File: src/rtl/evt_readout_arbiter.sv
module evt_readout_arbiter #(
  parameter int NCH = 15,
  parameter int IW  = 8,
  parameter int EW  = 10,
  parameter int AW  = $clog2(NCH)
) (
  input  logic              clk,
  input  logic              rst_n,
  input  logic [NCH-1:0]    evt_i,
  input  logic [NCH*IW-1:0] ivl_i,
  input  logic [NCH*EW-1:0] nrg_i,
  input  logic              ack_i,
  input  logic              ext_mode_i,
  input  logic [AW-1:0]     ext_addr_i,
  output logic              valid_o,
  output logic [AW-1:0]     addr_o,
  output logic [IW-1:0]     ivl_o,
  output logic [EW-1:0]     nrg_o
);
  localparam int SPAN = 2**AW;

  logic [NCH-1:0]  req_q;
  logic [SPAN-1:0] req_pad;
  logic [SPAN-1:0] clr_pad;
  logic [AW-1:0]   addr_q;
  logic [AW-1:0]   addr_sel;
  logic [AW-1:0]   top;
  logic            ack_q;
  logic            ack_rise;
  logic            load;

  always_comb begin
    req_pad = '0;
    req_pad[NCH-1:0] = req_q;
  end

  always_comb begin
    top = '0;
    for (int c = 0; c < NCH; c++)
      if (req_q[c]) top = AW'(c);
  end

  assign addr_sel = ext_mode_i ? ext_addr_i : addr_q;
  assign ack_rise = ack_i & ~ack_q;
  assign load     = ~ack_i & (ack_q | ~req_pad[addr_q]);
  assign clr_pad  = ack_rise ? ({{(SPAN-1){1'b0}}, 1'b1} << addr_sel) : '0;

  always_ff @(posedge clk or negedge rst_n) begin
    if (!rst_n) begin
      req_q  <= '0;
      addr_q <= '0;
      ack_q  <= 1'b0;
    end else begin
      req_q <= (req_q & ~clr_pad[NCH-1:0]) | evt_i;
      ack_q <= ack_i;
      if (load) addr_q <= top;
    end
  end

  always_comb begin
    ivl_o = '0;
    nrg_o = '0;
    if (int'(addr_sel) < NCH) begin
      ivl_o = ivl_i[int'(addr_sel)*IW +: IW];
      nrg_o = nrg_i[int'(addr_sel)*EW +: EW];
    end
  end

  assign valid_o = req_pad[addr_sel];
  assign addr_o  = addr_sel;
endmodule


File: config.mk
export PLATFORM = sky130hd
export DESIGN_NAME = evt_readout_arbiter
export DESIGN_NICKNAME = d
export VERILOG_FILES = /design/src/rtl/evt_readout_arbiter.sv
export SDC_FILE = /design/constraint.sdc
export NUM_CORES = 1
export LEC_CHECK = 0
export ABC_AREA = 1
export BUFFER_PORTS_ARGS = -buffer_cell sky130_fd_sc_hd__buf_2
export CORE_AREA = 2 2 122 124
export DETAILED_ROUTE_END_ITERATION = 8
export DIE_AREA = 0 0 124 126
export PLACE_DENSITY_LB_ADDON = 0.15
export SYNTH_ARGS = -nofsm -noshare
export SYNTH_HDL_FRONTEND = slang
export SYNTH_SLANG_ARGS = --single-unit
File: constraint.sdc
create_clock -name clk -period 4.9 [get_ports clk]
set_clock_uncertainty 0.15 [all_clocks]
set_input_delay 0.98 -clock clk [delete_from_list [all_inputs] [get_ports clk]]
set_output_delay 0.98 -clock clk [all_outputs]
set_load 0.02 [all_outputs]
# Yosys cells after proc, flatten, opt, wreduce, memory -nomap -nowiden

Cells that the tools add are included.

Flip-flop bits (word level): 20
Input port bits: 293
Word-level logic and storage cells: 41

$mul: 1
Order comparisons: 3
Shifts and indexed selects: 3
Multiplexer cells: 22
Bitwise gates (word level): 9

Operator list:

| kind                   | number |
|---|---|
| $shiftx A150 B9 Y10    | 1 |
| $shiftx A120 B8 Y8     | 1 |
| $mux W4                | 14 |
| $and A15 B15 Y15       | 1 |
| $mux W15               | 1 |
| $not A15 Y15           | 1 |
| $or A15 B15 Y15        | 1 |
| $shl A1 B4 Y15 const A | 1 |
| $lt A4 B5 Y1 const B   | 2 |
| $mux W10               | 1 |
| $bmux W1 S4            | 2 |
| $mux W8                | 1 |
| $mul A4 B3 Y7 const B  | 1 |
| $lt A4 B4 Y1 const B   | 1 |
| $mux W1                | 3 |
| $not A1 Y1             | 3 |
| $and A1 B1 Y1          | 2 |
| $or A1 B1 Y1           | 1 |

# Logic depth before layout (Yosys ltp)

Depth after elaboration: 14
Gate-level depth with buffers: 15

# Worst setup path before layout

No wires, ideal clock.

Path type: input to output
Start: input ext_mode_i
End: output ivl_o[6]
Arrival time: 2359 ps
Required time: 3770 ps
Path slack: 1411 ps
Cell stages on the path: 11
Cell sequence: buf_4 -> o21ai_4 -> nand2_4 -> buf_2 -> inv_1 -> nand2_1 -> nand4_1 -> nand2_1 -> nand3_1 -> nand2_1 -> nand2_1

Longest elaborated chain between the ends: 3
Elaborated cells between the ends (all ways): 4
Those cells by class: order compare: 1; shift: 1; mux: 2

Ends and longest elaborated chain:

| element                                            | RTL line | source |
|---|---|---|
| from (decl)                                        | 13       | `input logic ext_mode_i,` |
| $mux W4 *                                          | 43       | `assign addr_sel = ext_mode_i ? ext_addr_i : addr_q;` |
| via addr_o[0]                                      | 16       | `output logic [AW-1:0] addr_o,` |
| $shiftx A120 B8 Y8 or $lt A4 B4 Y1 (tied branches) | 64, 63   |  |
| $mux W8 *                                          | 63       | `if (int'(addr_sel) < NCH) begin` |
| to (decl)                                          | 17       | `output logic [IW-1:0] ivl_o,` |

The timed path passes the listed nets; every way through them passes the cells marked *.

# Worst setup path in the final report

Start: input ext_mode_i
End: output ivl_o[2]

Longest elaborated chain between the ends: 3
Elaborated cells between the ends (all ways): 4
Those cells by class: order compare: 1; shift: 1; mux: 2

Ends and longest elaborated chain:

| element                                            | RTL line |
|---|---|
| $mux W4 *                                          | 43 |
| $shiftx A120 B8 Y8 or $lt A4 B4 Y1 (tied branches) | 64, 63 |
| $mux W8 *                                          | 63 |

Mark *: on every way between the ends. The rest lies on a longest branch, timed or not.

==> flow_metrics.py <==
metrics = {
    "run_status": {
        "status": "finished clean",
    },
    "pwr": {
        "power_frac_clock_pct": 11.8,
        "pwr-share-seq_pct": 14.5,
        "swShare_pct": 53.3,
        "power_density_nw_per_um2": 272,
        "comb_power_share_pct": 73.7,
        "internal-power_uw": 671,
        "peakVddDrop_v": 0.000139,
        "cellLeakagePower_uw": 0.00292,
        "power.switching_uw": 765,
    },
    "layout": {
        "design_area_um2": 5270,
        "final_nets": 1209,
        "instances_no_fill": 1102,
        "drive_gt1_share_pct": 39.5,
        "fin_util_pct": 36.8,
        "fillers": 1660,
        "area_growth_pct": 50.2,
    },
    "timing": {
        "hold_viol": 0,
        "fmax_mhz": 235,
        "tns_ns": 0,
        "tightest_slew_ns": 0.660,
        "timing.final.crit_share_pct": 86.8,
        "drv_slew": 0,
        "slew_headroom_pct": 56.0,
        "min_period_ns": 4.25,
        "setup_viol": 0,
        "grt_setup_unrepaired": "false",
        "timing.hold.ws_ns": 0.403,
    },
    "synth": {
        "synthesis.instances": 625,
        "synth_top_flop_cell": "dfrtp_1",
        "synth_nets": 918,
        "yosysSeqAreaShare_pct": 14.3,
        "avgSynthCellArea_um2": 5.62,
        "synth_edf_count": 0,
        "netlist_area_um2": 3510,
        "ys_ff_latch": 20,
        "synth.distinct_cells": 35,
        "yosys_warnings": 0,
        "async_flop_share_pct": 100,
    },
    "global_routing": {
        "grtUsageTotal_pct": 24.0,
        "grt_max_degree": 56,
        "grt_pass1_wl_um": 28500,
        "overflow": 0,
        "grt_antenna_before_repair": 4,
        "grt_pass1_vias": 5111,
    },
    "cts": {
        "clockBufferDepth": 2,
        "cts_buffers": 3,
        "postCtsSetupRepairBufs": 0,
        "cts_tree": "done",
        "h-tree-depth": 1,
        "cts_hold_buf": 0,
        "clock_sinks": 20,
        "clockRootBuffer": "clkbuf_16",
        "ctsResizeCount": 0,
        "path_clk_slew_ns": 0.06,
        "clock_latency_ns": 0.25,
    },
    "routing": {
        "vias_per_cell": 4.84,
        "drt_first_pass_iters": 5,
        "drtAntennaViolNets": 0,
        "dr_total_vias": 5331,
        "wl_per_cell_um": 18.1,
        "drc": 0,
        "drt_iter0_markers": 243,
        "routed_wl_um": 19900,
    },
    "placement": {
        "dp_hpwl_um": 16100,
        "dp.cells": 1095,
        "io_buffer_count": 315,
        "dpl_cell_area_um2": 5190,
        "globalplace.congestion": 0.925,
    },
    "die": {
        "die_w_um": 124,
        "die-area_um2": 15600,
        "coreArea_um2": 14300,
        "rows": 44,
        "dieHeight_um": 126,
        "start_util_pct": 24.5,
        "ioPinCount": 316,
    },
    "job": {
        "cap_violations": 0,
    },
    "critical_path": {
        "crit_arrival_ns": 3.12,
        "critPathMaxFanout": 36,
        "endpoint_kind": "output port",
        "worstSetupPathType": "in -> out",
        "start_kind": "input pin",
        "worstPathRequired_ns": 3.77,
    },
    "worst_hold_path": {
        "worstHoldPathType": "reg -> reg",
    },
}
## power groups by stage
stage	combinational (uW)	sequential (uW)	clock, uW
3_5_place_dp	1070	211	0
5_1_grt	1170	212	177
6_report	1060	209	170
3_3_place_gp	1070	212	0
2_1_floorplan	682	193	0
4_1_cts	1070	208	173
## layer usage
| layer | global-route usage (%) | part of all wire [%] | vias up |
|---|---|---|---|
| met5 | 0 | 0 | - |
| met2 | 45.3 | 52 | 202 |
| met1 | 27.6 | 39 | 2400 |
| met3 | 2.67 | 6.0 | 29 |
| li1 | - | - | 2700 |
| met4 | 7.34 | 2.6 | 0 |
## cell families (layout without fill, tap and decap cells)
| kind of cell | after synthesis | after routing | share of synthesized area, % |
|---|---|---|---|
| and+or+nand+nor | 340 | 340 | 42.3 |
| buffers and inverters | 100 | 389 | 12.8 |
| other | 0 | 4 | 0 |
| AOI/OAI and AO/OA | 165 | 165 | 30.7 |
| DFF | 20 | 20 | 14.3 |
## flip-flops by register name, summed over array words and instances (netlist names)
register and flops:
ack_q 1, addr_q 4, req_q 15
## final timing paths
kind | slack [ns] | startpoint | endpoint | depth (start not counted)
min | 0.40 | addr_q[2] | addr_q[2] | 2
max reg2reg | 2.48 | addr_q[0] | req_q[9] | 7
max in group asynchronous | 3.73 | rst_n | addr_q[3] | 1
min in group asynchronous | 0.54 | rst_n | req_q[8] | 1
max | 0.65 | ext_mode_i | ivl_o[2] | 12
min reg2reg | 0.40 | addr_q[2] | addr_q[2] | 2
## cells in the final DEF, fill, tap and decap left out, types with 2 or more instances in the layout
cell type and count:
nand2_1 181, a22oi_1 2, o211ai_1 10, buf_2 315, o21bai_1 14, a21oi_1 4
nand3b_1 3, nand4_1 10, or2_0 15, nand2_4 4, o22a_1 5, dfrtp_1 20
buf_4 8, o2111ai_1 6, o22ai_1 55, o21ai_0 26, inv_1 55, or2_2 17
o21ai_1 9, a31oi_1 14, o21a_1 15, o21ai_2 2, inv_2 6, diode_2 4
nor2_1 69, clkbuf_16 3, nand3_1 37, o221ai_1 2
## layout make-up
type / instances / area, um^2 / share of cell area (%)
sequential: 20 / 500 / 9.49
antenna: 4 / 10.0 / 0.190
inverter: 62 / 235 / 4.46
clock buffer: 3 / 75.1 / 1.42
multi-input combinational: 505 / 2570 / 48.7
timing repair buffer: 324 / 1660 / 31.4
tap: 184 / 230 / 4.37
## Yosys cell counts, types with 2 or more instances
| cell type | number | area [um^2] |
|---|---|---|
| inv_1 | 55 | 206 |
| nand4_1 | 10 | 62.6 |
| buf_6 | 3 | 33.8 |
| a21oi_1 | 4 | 20.0 |
| nand3b_1 | 3 | 22.5 |
| o211ai_1 | 10 | 75.1 |
| o221ai_1 | 2 | 17.5 |
| nand3_1 | 37 | 185 |
| nand2_4 | 4 | 45.0 |
| clkbuf_1 | 11 | 41.3 |
| or2_0 | 15 | 93.8 |
| inv_2 | 6 | 22.5 |
| o2111ai_1 | 6 | 52.6 |
| dfrtp_1 | 20 | 500 |
| a31oi_1 | 14 | 87.6 |
| buf_4 | 8 | 60.1 |
| a22oi_1 | 2 | 15.0 |
| nor2_1 | 69 | 259 |
| o21a_1 | 15 | 113 |
| buf_1 | 2 | 7.51 |
| o21ai_0 | 27 | 135 |
| o22a_1 | 5 | 43.8 |
| o22ai_1 | 55 | 344 |
| buf_2 | 14 | 70.1 |
| nand2_1 | 181 | 679 |
| or2_2 | 17 | 106 |
| o21bai_1 | 14 | 105 |
| o21ai_1 | 9 | 45.0 |
## metrics by stage
step / worst slack (ns) / power [uW]
after floorplan: 1.41 / 875
after global placement: 0.661 / 1280
after detailed placement: 0.646 / 1280
after CTS: 0.641 / 1450
after global routing: 0.423 / 1560
final: 0.645 / 1440
## worst max-delay path, stage by stage
cell and delay, ns:
buf_2 0.15, o21ai_4 0.33, inv_4 0.17, nand2_4 0.37, buf_4 0.30, o22ai_1 0.10, o21ai_0 0.25, nand2_1 0.08
nand2_1 0.08, nand2_1 0.05, inv_1 0.05, buf_2 0.16
(Power assumes the default switching activity.)
